[src/rtl/fguard_pkg.sv]
package fguard_pkg;

    localparam int FIELD_W    = 14;
    localparam int PAGE_SHIFT = 12;
    localparam int SEL_W      = 4;
    localparam int WORD_W     = 32;

    // One guard or region word; field positions are decoded by neighbours.
    typedef struct packed {
        logic               wr_prot;
        logic               rsv_hi;
        logic [FIELD_W-1:0] last_pg;
        logic               rd_prot;
        logic               rsv_lo;
        logic [FIELD_W-1:0] first_pg;
    } span_word_t;

    typedef enum logic {
        BANK_GUARD  = 1'b0,
        BANK_REGION = 1'b1
    } bank_e;

    function automatic logic span_covers(span_word_t w, logic [FIELD_W-1:0] pg);
        return (pg >= w.first_pg) && (pg <= w.last_pg);
    endfunction

    function automatic logic span_protects(span_word_t w, logic is_write);
        return is_write ? w.wr_prot : w.rd_prot;
    endfunction

    function automatic logic region_live(span_word_t w, logic is_first);
        return (w.first_pg < w.last_pg) && (is_first || (w.last_pg != '0));
    endfunction

endpackage

[src/rtl/fg_regbank.sv]
module fg_regbank
    import fguard_pkg::*;
#(
    parameter int NUM_RANGES  = 5,
    parameter int NUM_REGIONS = 5
) (
    input  logic                          clk,
    input  logic                          rst,
    input  logic                          cfg_we,
    input  logic                          cfg_region,
    input  logic [SEL_W-1:0]              cfg_idx,
    input  logic [WORD_W-1:0]             cfg_wdata,
    input  logic                          lock_in,
    output span_word_t [NUM_RANGES-1:0]   guard_q,
    output span_word_t [NUM_REGIONS-1:0]  region_q,
    output logic                          locked_q
);

    bank_e bank_sel;
    assign bank_sel = bank_e'(cfg_region);

    always_ff @(posedge clk) begin
        if (rst)          locked_q <= 1'b0;
        else if (lock_in) locked_q <= 1'b1;
    end

    for (genvar g = 0; g < NUM_RANGES; g++) begin : g_guard
        always_ff @(posedge clk) begin
            if (rst)
                guard_q[g] <= '0;
            else if (cfg_we && !locked_q && bank_sel == BANK_GUARD &&
                     cfg_idx == SEL_W'(g))
                guard_q[g] <= span_word_t'(cfg_wdata);
        end
    end

    for (genvar r = 0; r < NUM_REGIONS; r++) begin : g_region
        always_ff @(posedge clk) begin
            if (rst)
                region_q[r] <= '0;
            else if (cfg_we && bank_sel == BANK_REGION && cfg_idx == SEL_W'(r))
                region_q[r] <= span_word_t'(cfg_wdata);
        end
    end

endmodule

[src/rtl/fg_range_match.sv]
module fg_range_match
    import fguard_pkg::*;
#(
    parameter int NUM_RANGES = 5,
    parameter int ADDR_W     = 24
) (
    input  span_word_t [NUM_RANGES-1:0] guard_q,
    input  logic [ADDR_W-1:0]           addr,
    input  logic                        is_write,
    output logic [NUM_RANGES-1:0]       hit_vec,
    output logic                        deny
);

    localparam int PAGE_W = ADDR_W - PAGE_SHIFT;

    logic [FIELD_W-1:0] page;
    assign page = FIELD_W'(addr[ADDR_W-1:PAGE_SHIFT]);

    for (genvar g = 0; g < NUM_RANGES; g++) begin : g_hit
        assign hit_vec[g] = span_covers(guard_q[g], page) &&
                            span_protects(guard_q[g], is_write);
    end

    assign deny = |hit_vec;

    logic unused_bits;
    assign unused_bits = ^{addr[PAGE_SHIFT-1:0], PAGE_W};

endmodule

[src/rtl/fg_region_decode.sv]
module fg_region_decode
    import fguard_pkg::*;
#(
    parameter int NUM_REGIONS = 5
) (
    input  span_word_t [NUM_REGIONS-1:0] region_q,
    output logic [NUM_REGIONS-1:0]       region_en
);

    for (genvar r = 0; r < NUM_REGIONS; r++) begin : g_dec
        if (r == 0) begin : g_first
            assign region_en[r] = region_live(region_q[r], 1'b1);
        end else begin : g_rest
            assign region_en[r] = region_live(region_q[r], 1'b0);
        end
    end

endmodule

[src/rtl/flash_guard.sv]
module flash_guard
    import fguard_pkg::*;
#(
    parameter int NUM_RANGES  = 5,
    parameter int NUM_REGIONS = 5,
    parameter int ADDR_W      = 24
) (
    input  logic                   clk,
    input  logic                   rst,
    input  logic                   cfg_we,
    input  logic                   cfg_region,
    input  logic [3:0]             cfg_idx,
    input  logic [31:0]            cfg_wdata,
    input  logic                   lock_in,
    input  logic                   req_valid,
    input  logic [ADDR_W-1:0]      req_addr,
    input  logic                   req_write,
    output logic                   rsp_valid,
    output logic                   rsp_deny,
    output logic                   acc_err,
    output logic [NUM_REGIONS-1:0] region_en
);

    span_word_t [NUM_RANGES-1:0]  guard_words;
    span_word_t [NUM_REGIONS-1:0] region_words;
    logic                         lock_q;
    logic [NUM_RANGES-1:0]        hit_vec;
    logic                         deny_now;

    fg_regbank #(.NUM_RANGES(NUM_RANGES), .NUM_REGIONS(NUM_REGIONS)) u_bank (
        .clk       (clk),
        .rst       (rst),
        .cfg_we    (cfg_we),
        .cfg_region(cfg_region),
        .cfg_idx   (cfg_idx),
        .cfg_wdata (cfg_wdata),
        .lock_in   (lock_in),
        .guard_q   (guard_words),
        .region_q  (region_words),
        .locked_q  (lock_q)
    );

    fg_range_match #(.NUM_RANGES(NUM_RANGES), .ADDR_W(ADDR_W)) u_match (
        .guard_q (guard_words),
        .addr    (req_addr),
        .is_write(req_write),
        .hit_vec (hit_vec),
        .deny    (deny_now)
    );

    fg_region_decode #(.NUM_REGIONS(NUM_REGIONS)) u_regdec (
        .region_q (region_words),
        .region_en(region_en)
    );

    always_ff @(posedge clk) begin
        if (rst) begin
            rsp_valid <= 1'b0;
            rsp_deny  <= 1'b0;
            acc_err   <= 1'b0;
        end else begin
            rsp_valid <= req_valid;
            rsp_deny  <= req_valid && deny_now;
            acc_err   <= req_valid && (hit_vec != '0);
        end
    end

endmodule

[config.mk]
export PLATFORM = sky130hd
export DESIGN_NAME = flash_guard
export DESIGN_NICKNAME = d
export VERILOG_FILES = /design/src/rtl/fguard_pkg.sv /design/src/rtl/fg_regbank.sv /design/src/rtl/fg_range_match.sv /design/src/rtl/fg_region_decode.sv /design/src/rtl/flash_guard.sv
export SDC_FILE = /design/constraint.sdc
export NUM_CORES = 1
export LEC_CHECK = 0
export BUFFER_PORTS_ARGS = -buffer_cell sky130_fd_sc_hd__buf_4
export CAP_MARGIN = 20
export CELL_PAD_IN_SITES_DETAIL_PLACEMENT = 0
export CELL_PAD_IN_SITES_GLOBAL_PLACEMENT = 1
export CORE_ASPECT_RATIO = 1.2
export CORE_MARGIN = 4
export CORE_UTILIZATION = 46
export DETAILED_ROUTE_END_ITERATION = 10
export PLACE_DENSITY_LB_ADDON = 0.1
export RECOVER_POWER = 100
export REMOVE_ABC_BUFFERS = 1
export SLEW_MARGIN = 20
export SYNTH_ARGS = -nofsm -noshare
export SYNTH_HDL_FRONTEND = slang
export SYNTH_SLANG_ARGS = --single-unit
[constraint.sdc]
create_clock -name clk -period 3.2 [get_ports clk]
set_input_delay 0.96 -clock clk [delete_from_list [all_inputs] [get_ports clk]]
set_output_delay 0.96 -clock clk [all_outputs]
set_load 0.02 [all_outputs]
==> results of run 1 <==
-- cell type report --
type	instances	share of cell area
multi-input combinational	1379	0.475
inverter	185	0.0406
clock buffer	54	0.0625
sequential	293	0.343
clock inverter	6	0.00322
tap	407	0.0298
timing repair buffer	104	0.0453
-- cell families (layout without fill, tap and decap cells) --
| family | after synthesis | count (layout) | synth area share |
|---|---|---|---|
| muxes | 5 | 5 | 0.00334 |
| buffers and inverters | 303 | 349 | 0.0772 |
| adders and majority gates | 185 | 185 | 0.154 |
| AOI/OAI and AO/OA | 451 | 451 | 0.172 |
| DFF | 293 | 293 | 0.391 |
| and+or+nand+nor | 738 | 738 | 0.202 |
-- Yosys cell counts, types with 5 or more instances --
| library cell | number |
|---|---|
| clkbuf_1 | 103 |
| nor2_1 | 32 |
| a211oi_1 | 18 |
| a21o_1 | 28 |
| o211a_1 | 5 |
| a21oi_1 | 322 |
| dfxtp_1 | 293 |
| o21bai_1 | 6 |
| nor4_1 | 14 |
| buf_2 | 14 |
| o21ai_0 | 26 |
| nand4_1 | 25 |
| a221oi_1 | 5 |
| nand2b_1 | 11 |
| nor3_1 | 8 |
| nand2_1 | 605 |
| ha_1 | 185 |
| nor2b_1 | 8 |
| mux2i_1 | 5 |
| nand3_1 | 16 |
| a211o_1 | 7 |
| inv_1 | 185 |
| and4_1 | 7 |
-- cell usage in the layout (no fill, tap or decap), drive strengths merged, types with 3 or more instances in the layout --
| cell type | n |
|---|---|
| nand2 | 605 |
| a21oi | 322 |
| dfxtp | 293 |
| inv | 185 |
| ha | 185 |
| buf | 92 |
| clkbuf | 66 |
| nor2 | 33 |
| a21o | 28 |
| o21ai | 26 |
| nand4 | 25 |
| a211oi | 19 |
| nand3 | 16 |
| nor4 | 14 |
| nand2b | 11 |
| nor3 | 10 |
| nor2b | 8 |
| and4 | 7 |
| a211o | 7 |
| o21bai | 6 |
| o211a | 5 |
| mux2i | 5 |
| clkinv | 5 |
| a221oi | 5 |
| a41oi | 4 |
| o21a | 4 |
| a31oi | 3 |
| a221o | 3 |
| a2111oi | 3 |
-- power breakdown --
| part | internal (mW) | switching [mW] |
|---|---|---|
| combinational | 0.222 | 0.444 |
| clock | 2.37 | 1.54 |
| sequential | 3.67 | 0.0147 |
| total | 6.27 | 2.00 |
-- timing repair --
action | 4_1_cts | 5_1_grt
pin swaps | 35 | 8
gates resized for setup | 31 | 8
setup endpoints to repair | 5 | 5
setup buffers | 4 | 0
-- worst register-to-register path, stage by stage (launching register included) --
cell	delay, ps
dfxtp_1	330
inv_1	60
ha_1	310
nand3_1	80
nor3_1	220
nand4_1	200
nor3_1	300
o221ai_1	150
o311a_1	390
a311oi_2	190
-- registers in the layout, indices dropped and copies added (netlist names) --
register	count
rsp_deny	1
rsp_valid	1
u_bank.guard_q	150
u_bank.locked_q	1
u_bank.region_q	140
-- metrics by stage --
step	power, mW	util	cell area [um2]
after floorplan	4.02	-	14500
after global placement	4.43	0.493	15900
after detailed placement	4.44	0.493	15900
after CTS	8.38	0.533	17200
after global routing	8.58	0.531	17100
final	8.27	0.531	17100
-- worst max-delay path by stage --
stage                              from      endpoint  slack, ps  depth (start not counted)
floorplan           u_bank.region_q[23]  region_en[0]       -160                          9
global placement           req_addr[16]      rsp_deny         80                          9
detailed placement         req_addr[23]      rsp_deny         60                          9
CTS                 u_bank.region_q[49]  region_en[1]       -140                          9
global route        u_bank.region_q[81]  region_en[2]       -240                          9
finish              u_bank.region_q[81]  region_en[2]        -90                          9
-- per-layer routing --
layer / vias to the layer above / share of wire
met1: 6067 / 0.44
met4: 2 / 0.039
met2: 278 / 0.47
met5: - / 0.00029
li1: 6576 / -
met3: 96 / 0.047
==> metrics.txt, run 1 <==
vias per cell=5.36; Worst path top cell family by delay=compound AO/OA/AOI/OAI gates; Max H-tree Level=2; initial antenna violation count=1; met1 GRT Util=0.323; multi-input logic area=8130 um2; # DRC=0; Max Cap Violations=1; measured slew at the worst slew-check pin=approximately 1900 ps; number of DRC markers in iteration 0=727; Final setup viols=4; fin crit share=1.03; layout cells sized above 1=0.0980; Final min period=3290 ps; status=complete, but fails checks; Placed Instances=~2400; Avg WL per Cell=18.7 um; Ports=75; routed wire length=45.5 mm; arrival time at the worst endpoint=2330 ps; DIE WIDTH=between 150 and 200 um; Worst EP required=2240 ps; Die Area=35600 um2; Worst Path Buf+Inv=2; Critical Path Sink Type=primary output; final setup margin=-92.9 ps; Seq. cell area=5880 um2; worst hold path stage count=2; Syn. warnings=0; largest net degree at the start of global routing=86; post-DP HPWL=28.9 mm; max incr delay on CP=330 ps; GRT overflow=0; Max Clk Rate=304 MHz; GR Util All Layers=0.254; hold_ws=452 ps; diodes inserted=0; clock sink count=293; RSZ-0062 raised after global routing=yes; Post-synth EDFFs=0; post-synthesis register bit count=293; clk_lat worst skew=520 ps; peak supply drop=310 uV; Vert. Die Dim=206 um; Hold Crit Class=register to register; Crit Reg-Reg Startpoint=u_bank.guard_q[123]; Pwr Density=between 400 and 500 nW/um2; Worst R2R End=rsp_deny; post-synth top area cell=dfxtp_1; Fillers=3177; Mapped Area=15000 um2; Port Buffer Count=60; Fin. Hold Viols=0; Cell Chain, Critical Path=inv_2 -> ha_4 -> a21o_1 -> a21o_1 -> a211oi_2 -> o21bai_1 -> a221oi_2 -> o211a_1 -> buf_6; CTS tree=done; Worst R2R Setup Slack=870 ps; top_reg_cell synth=dfxtp_1; CP max-delay cell=dfxtp_2; Worst Hold Launch=u_bank.region_q[0]; area share of the largest cell type after synthesis=0.391; CP Launch Type=register; Seq/Total Area, Yosys=0.391; root buffer cell=clkbuf_16; ranking of synthesized cells by area=dfxtp_1, ha_1, nand2_1; pre-CTS WS=60.9 ps; Synth async-reset ratio=0; skew final=9.86 ps; WHS Endpoint=u_bank.region_q[0]; clk slew on worst S/H paths=approximately 60 ps; peak-usage layer in the global routing report=met2; num rows=72; Final ANT Viol Nets=0; area delta synth->final=14.1%; Crit Path Class=register to primary output; Layout Nets=~2300; slew margin rel.=-0.247; Pre-Repair DR Iteration Count=7; crit-path most repeated cell=a21o_1; GRT met3 Usage=0.0342; final cell count without fillers=2428; first-pass GRT wire length=around 70 mm; average size of a mapped cell=about 7.6 um2; Final Wtd Congestion=0.849; Cells after Synth=~2000; CP Max Fanout=2; fin. max-slew vios=86; Initial Util=0.465; Cell variety after synth=52; Leak=6.11 nW; vias in the first global route=roughly 12000; clk buf depth=3; Vias=between 10000 and 15000; Core ar.=32300 um2; Num CTS Buffers=35; reg2reg path depth=9; GRT met2 Usage=0.440; violations in the final reports=max-capacitance violations, max-slew violations, negative setup slack; Setup TNS=-222 ps; CTS Hold Bufs=0
No activity file was read; power rests on OpenSTA's default activity.
==> run 2, diff against run 1 <==
CORE_ASPECT_RATIO = unset   (was 1.2)
clock period = 3.5 ns   (was 3.2 ns; I/O delays follow)
==> run 2 against run 1 <==
  * The flow finishes with violations (max-capacitance violations, max-slew violations)
  * Count of clock-buffer cells in the layout fell by 3
  * Sequential share of layout area increased by 0.20 points
  * Power fell by 9.6%
  * Highest routed layer is now met4
==> metrics.txt, run 2 (synthesized netlist as in run 1, its figures left out) <==
GR Util All Layers=0.253 (was 0.254); Vert. Die Dim=189 um (was 206 um); skew final=12.0 ps (was 9.86 ps); clk_lat worst skew=500 ps (was 520 ps); Placed Instances=2386 (was 2364); Max Clk Rate=289 MHz; status=complete, but fails checks (unchanged); peak-usage layer in the global routing report=met2 (unchanged); max incr delay on CP=340 ps (was 330 ps); GRT met3 Usage=0.0280 (was 0.0342); num rows=65 (was 72); arrival time at the worst endpoint=2410 ps (was 2330 ps); Core ar.=31900 um2 (was 32300 um2); Die Area=35600 um2 (about the same); number of DRC markers in iteration 0=948 (was 727); Final Wtd Congestion=0.830 (was 0.849); clk slew on worst S/H paths=60 ps (about the same); most common cell after layout, fill and taps aside=nand2_1 (unchanged); Worst EP required=2450 ps (was 2240 ps); Port Buffer Count=60 (unchanged); CTS Hold Bufs=0 (unchanged); diodes inserted=0 (unchanged); largest net degree at the start of global routing=83 (was 86); final core utilization=0.534 (was 0.531); Avg WL per Cell=18.6 um (was 18.7 um); RSZ-0062 raised after global routing=yes (unchanged); area delta synth->final=13.4% (was 14.1%); measured slew at the worst slew-check pin=1850 ps (was 1870 ps); Max H-tree Level=2 (unchanged); final setup margin=38.0 ps (was -92.9 ps); Layout Nets=2241 (was 2250); peak supply drop=330 uV (was 310 uV); met1 GRT Util=0.365 (was 0.323); violations in the final reports=max-capacitance violations, max-slew violations (was max-capacitance violations, max-slew violations, negative setup slack); Max Cap Violations=2 (was 1); CP max-delay cell=dfxtp_2 (unchanged); Fin. Hold Viols=0 (unchanged); Pre-Repair DR Iteration Count=5 (was 7); CP Launch Type=register (unchanged); Hold Crit Class=register to register (unchanged); # DRC=0 (unchanged); first-pass GRT wire length=70.6 mm (about the same); layout cells sized above 1=0.0910 (was 0.0980); final cell count without fillers=2445 (was 2428); slew margin rel.=-0.233 (was -0.247); crit-path most repeated cell=a21o_1 (unchanged); Vias=13000 (about the same); Top reg by flops=u_bank.guard_q (unchanged); GRT overflow=0 (unchanged); Leak=6.02 nW (was 6.11 nW); vias in the first global route=12400 (about the same); GRT met2 Usage=0.406 (was 0.440); CP Max Fanout=3 (was 2); most frequent cells in the layout=nand2_1, a21oi_1, dfxtp_1, inv_1, ha_1 (unchanged); Final setup viols=0 (was 4); DIE WIDTH=189 um (was 173 um); Final ANT Viol Nets=0 (unchanged); initial antenna violation count=0 (was 1); routed wire length=45.6 mm (was 45.5 mm); Critical Path Sink Type=primary output (unchanged); Num CTS Buffers=35 (unchanged); Final min period=3460 ps; max reg flops=150 (unchanged); Largest regs=u_bank.guard_q (150), u_bank.region_q (140) (unchanged); Ports=75 (unchanged); clock sink count=293 (unchanged); hold_ws=452 ps (about the same); fin crit share=0.989; clk buf depth=3 (unchanged); vias per cell=5.34 (was 5.36); fin. max-slew vios=112 (was 86); Pwr Density=439 nW/um2 (was 483 nW/um2); pre-CTS WS=229 ps (was 60.9 ps); post-DP HPWL=28.7 mm (was 28.9 mm); Crit Path Class=register to primary output (unchanged); Cell Chain, Critical Path=inv_2 -> ha_4 -> a21o_1 -> a21o_1 -> a211oi_2 -> o21bai_1 -> a221oi_2 -> o211a_1 -> buf_6 (unchanged); root buffer cell=clkbuf_16 (unchanged); CTS tree=done (unchanged); Initial Util=0.470 (was 0.465)
==> run 2: cell types whose count changed in the layout (fill, tap and decap cells not counted), sizes merged <==
cell,before,now
buf,92,79
bufinv,1,0
clkbuf,66,67
clkinv,5,6
clkinvlp,0,1
==> run 2: layer usage <==
metal,part of all wire,wire length (um)
met1,0.48,21700
met2,0.44,20200
met3,0.058,2620
met4,0.024,1110
met5,0,0
==> run 2: critical path: cells and delay by family (launching register included) <==
| family | cells | cell delay (ps) |
|---|---|---|
| DFF | 1 | 340 |
| AOI/OAI and AO/OA | 6 | 1180 |
| adders and majority gates | 1 | 200 |
| buffers and inverters | 2 | 190 |
==> run 2: repair_timing <==
action / in CTS / in global routing
buffers inserted: 1 / 0
pin swaps: 22 / 20
setup endpoints to repair: 5 / 5
gates resized for setup: 23 / 15
==> run 2: area by class of cell <==
| type | instances | area (um2) |
|---|---|---|
| inverters | 185 | 694 |
| well taps | 435 | 544 |
| clock inverters | 7 | 37.5 |
| multi-input cells | 1379 | 8120 |
| clock buffers | 51 | 1060 |
| flip-flops and latches | 293 | 5880 |
| repair buffers | 95 | 676 |
| fillers | 3179 | 14900 |
==> run 2: final timing paths <==
path,from,end,slack (ps),cells past startpoint
worst max-delay path,u_bank.region_q[113],region_en[3],40,9
worst min register to register,u_bank.region_q[64],u_bank.region_q[64],450,2
worst min-delay path,u_bank.region_q[64],u_bank.region_q[64],450,2
worst max register to register,u_bank.guard_q[148],rsp_deny,1100,9
==> run 2: stage by stage <==
| stage | total power [mW] | cell area [um2] | setup TNS, ps |
|---|---|---|---|
| 5_1_grt | 7.75 | 17000 | -197 |
| 2_1_floorplan | 3.68 | 14500 | 0 |
| 3_3_place_gp | 4.04 | 15900 | 0 |
| 3_5_place_dp | 4.05 | 15900 | 0 |
| 4_1_cts | 7.56 | 17000 | -12.0 |
| 6_report | 7.48 | 17000 | 0 |
==> run 2: power breakdown <==
group | switching, mW | leakage (nW) | internal [mW]
logic | 0.409 | 3.11 | 0.200
clock network | 1.41 | 0.544 | 2.09
registers | 0.0134 | 2.37 | 3.36
==> run 3, diff against run 2 <==
GPL_TIMING_DRIVEN = 0   (was unset)
==> run 3 against run 2 <==
  * The flow still finishes with violations (max-capacitance violations, max-slew violations)
  * Sequential power about the same
  * Count of clock-buffer cells in the layout increased by 1
  * Utilization increased by 0.22 points
  * Critical path depth unchanged
  * Register-to-register slack got worse by 260 ps
  * Flip-flop and latch count unchanged
  * Global-route usage decreased by 0.29 points
  * Critical path type unchanged
  * Largest cell class unchanged
  * Highest routed layer unchanged
==> metrics.txt, run 3 (synthesized netlist as in run 1, its figures left out) <==
reg2reg path depth=5 (was 9); Vert. Die Dim=189 um (unchanged); arrival time at the worst endpoint=2380 ps (was 2410 ps); Worst R2R Setup Slack=840 ps (was 1100 ps); fin crit share=0.979 (was 0.989); crit-path most repeated cell=a21o_1 (unchanged); Leak=6.03 nW (was 6.02 nW); clk buf depth=3 (unchanged); CTS tree=done (unchanged); Num CTS Buffers=36 (was 35); Final ANT Viol Nets=0 (unchanged); max reg flops=150 (unchanged); most frequent cells in the layout=nand2_1, a21oi_1, dfxtp_1, inv_1, ha_1 (unchanged); Critical Path Sink Type=primary output (unchanged); initial antenna violation count=0 (unchanged); Design Power=7.73 mW (was 7.48 mW); layout cells sized above 1=0.0867 (was 0.0910); Worst R2R End=u_bank.guard_q[111] (was rsp_deny); root buffer cell=clkbuf_16 (unchanged); Worst Hold Launch=u_bank.region_q[32] (was u_bank.region_q[64]); Sw Pwr=1.87 mW (was 1.83 mW); Final setup viols=0 (unchanged); most common cell after layout, fill and taps aside=nand2_1 (unchanged); beginning of the critical path=u_bank.region_q[81] (was u_bank.region_q[113]); Crit Reg-Reg Startpoint=u_bank.locked_q (was u_bank.guard_q[148]); routed wire length=45.3 mm (was 45.6 mm); Worst EP required=2450 ps (about the same); Setup TNS=0 ps (unchanged); number of DRC markers in iteration 0=919 (was 948); CP Max Fanout=2 (was 3); status=complete, but fails checks (unchanged); Die Area=35600 um2 (unchanged); CP Launch Type=register (unchanged); Pwr Density=452 nW/um2 (was 439 nW/um2); max incr delay on CP=330 ps (was 340 ps); clk_lat worst skew=520 ps (was 500 ps); Avg WL per Cell=18.6 um (about the same); post-DP HPWL=27.9 mm (was 28.7 mm); clk slew on worst S/H paths=60 ps (about the same); Layout Nets=2222 (was 2241); slew margin rel.=-0.386 (was -0.233); peak supply drop=335 uV (was 330 uV); DIE WIDTH=189 um (unchanged); Vias=12900 (was 13000); P_int=5.86 mW (was 5.64 mW); Pre-Repair DR Iteration Count=4 (was 5); Fillers=3163 (was 3179); clock sink count=293 (unchanged); Hold Crit Class=register to register (unchanged); Fin. Hold Viols=0 (unchanged); Max Clk Rate=292 MHz (was 289 MHz); Logic pwr share=0.077 (was 0.081); vias per cell=5.32 (was 5.34); Port Buffer Count=60 (unchanged); measured slew at the worst slew-check pin=2080 ps (was 1850 ps); Cell Chain, Critical Path=inv_2 -> ha_4 -> a21o_1 -> a21o_1 -> a211oi_2 -> o21bai_1 -> a221oi_2 -> o211a_1 -> buf_6 (unchanged); violations in the final reports=max-capacitance violations, max-slew violations (unchanged); # DRC=0 (unchanged); area delta synth->final=13.9% (was 13.4%); Ports=75 (unchanged); Max Cap Violations=1 (was 2); Max H-tree Level=2 (unchanged); GR Util All Layers=0.250 (was 0.253); sequential fraction of design power=0.436 (was 0.451); CTS Hold Bufs=0 (unchanged); first-pass GRT wire length=69.9 mm (was 70.6 mm); Sw Share=0.242 (was 0.245); WHS Endpoint=u_bank.region_q[32] (was u_bank.region_q[64]); Crit Path Class=register to primary output (unchanged); Final min period=3430 ps (was 3460 ps); largest net degree at the start of global routing=116 (was 83); num rows=65 (unchanged); Largest regs=u_bank.guard_q (150), u_bank.region_q (140) (unchanged); worst hold path stage count=2 (unchanged); Clock power frac=0.486 (was 0.468); Final Wtd Congestion=0.815 (was 0.830); Initial Util=0.470 (unchanged); GRT overflow=0 (unchanged); Core ar.=31900 um2 (unchanged); RSZ-0062 raised after global routing=yes (unchanged); diodes inserted=0 (unchanged); CP max-delay cell=dfxtp_2 (unchanged); fin. max-slew vios=93 (was 112); Top reg by flops=u_bank.guard_q (unchanged); vias in the first global route=12200 (was 12400); skew final=12.9 ps (was 12.0 ps)
-- run 3: cell count changes in the layout (fill, tap and decap cells not counted), sizes merged --
cell and change:
buf -12, bufinv +3, clkbuf -7, clkinv +1, clkinvlp -1, inv +2
-- run 3: power by group through the flow --
stage	registers (mW)	logic (mW)	clock network (mW)
floorplan	3.44	0.234	0
global placement	3.44	0.571	0
detailed placement	3.44	0.593	0
CTS	3.37	0.604	3.85
global route	3.37	0.656	3.99
finish	3.37	0.598	3.76
-- run 3: metal layers --
layer / up-vias / GRT usage / wire length [um]
met4: 0 / 0.0706 / 1230
met2: 292 / 0.417 / 21100
met3: 63 / 0.0296 / 2210
met1: 6043 / 0.343 / 20700
met5: - / 0 / 0
li1: 6544 / - / -
-- run 3: worst max-delay path by stage --
stage	endpoint	slack, ps	depth (start not counted)
after floorplan	region_en[0]	50	9
after global placement	u_bank.guard_q[61]	-2010	5
after detailed placement	rsp_deny	-440	10
after CTS	region_en[0]	6	9
after global routing	region_en[1]	-80	9
final	region_en[2]	70	9
-- run 3: repair_timing --
item / CTS / global route
cloned: 0 / 0
setup buffers: 2 / 0
setup endpoints to repair: 5 / 6
pin swaps: 14 / 34
gates resized for setup: 19 / 15
-- run 3: layout make-up --
cell class / instances / area (um2) / share of cell area
multi-input cells: 1379 / 8160 / 0.477
inverters: 185 / 694 / 0.0407
well taps: 435 / 544 / 0.0319
clock inverters: 12 / 143 / 0.00835
flip-flops and latches: 293 / 5870 / 0.344
repair buffers: 75 / 622 / 0.0364
clock buffers: 52 / 1050 / 0.0616
-- run 3: critical path, delay by kind of cell, from the launching register on --
| family | cells | cell delay (ps) |
|---|---|---|
| adder cells (fa/ha/maj) | 1 | 220 |
| flip-flops | 1 | 330 |
| AO/OA/AOI/OAI | 6 | 1160 |
| buffers and inverters | 2 | 170 |
-- run 3: per-stage QoR --
step           std cells   util  hold WS, ps  instance area (um2)  worst slack, ps
2_1_floorplan       1857      -          425                14500             46.8
3_3_place_gp        2352  0.487          437                15500            -2010
3_5_place_dp        2363  0.494          441                15700             -440
4_1_cts             2429  0.534          449                17000             5.53
5_1_grt             2431  0.536          468                17100            -75.1
6_report            2431  0.536          449                17100             72.0
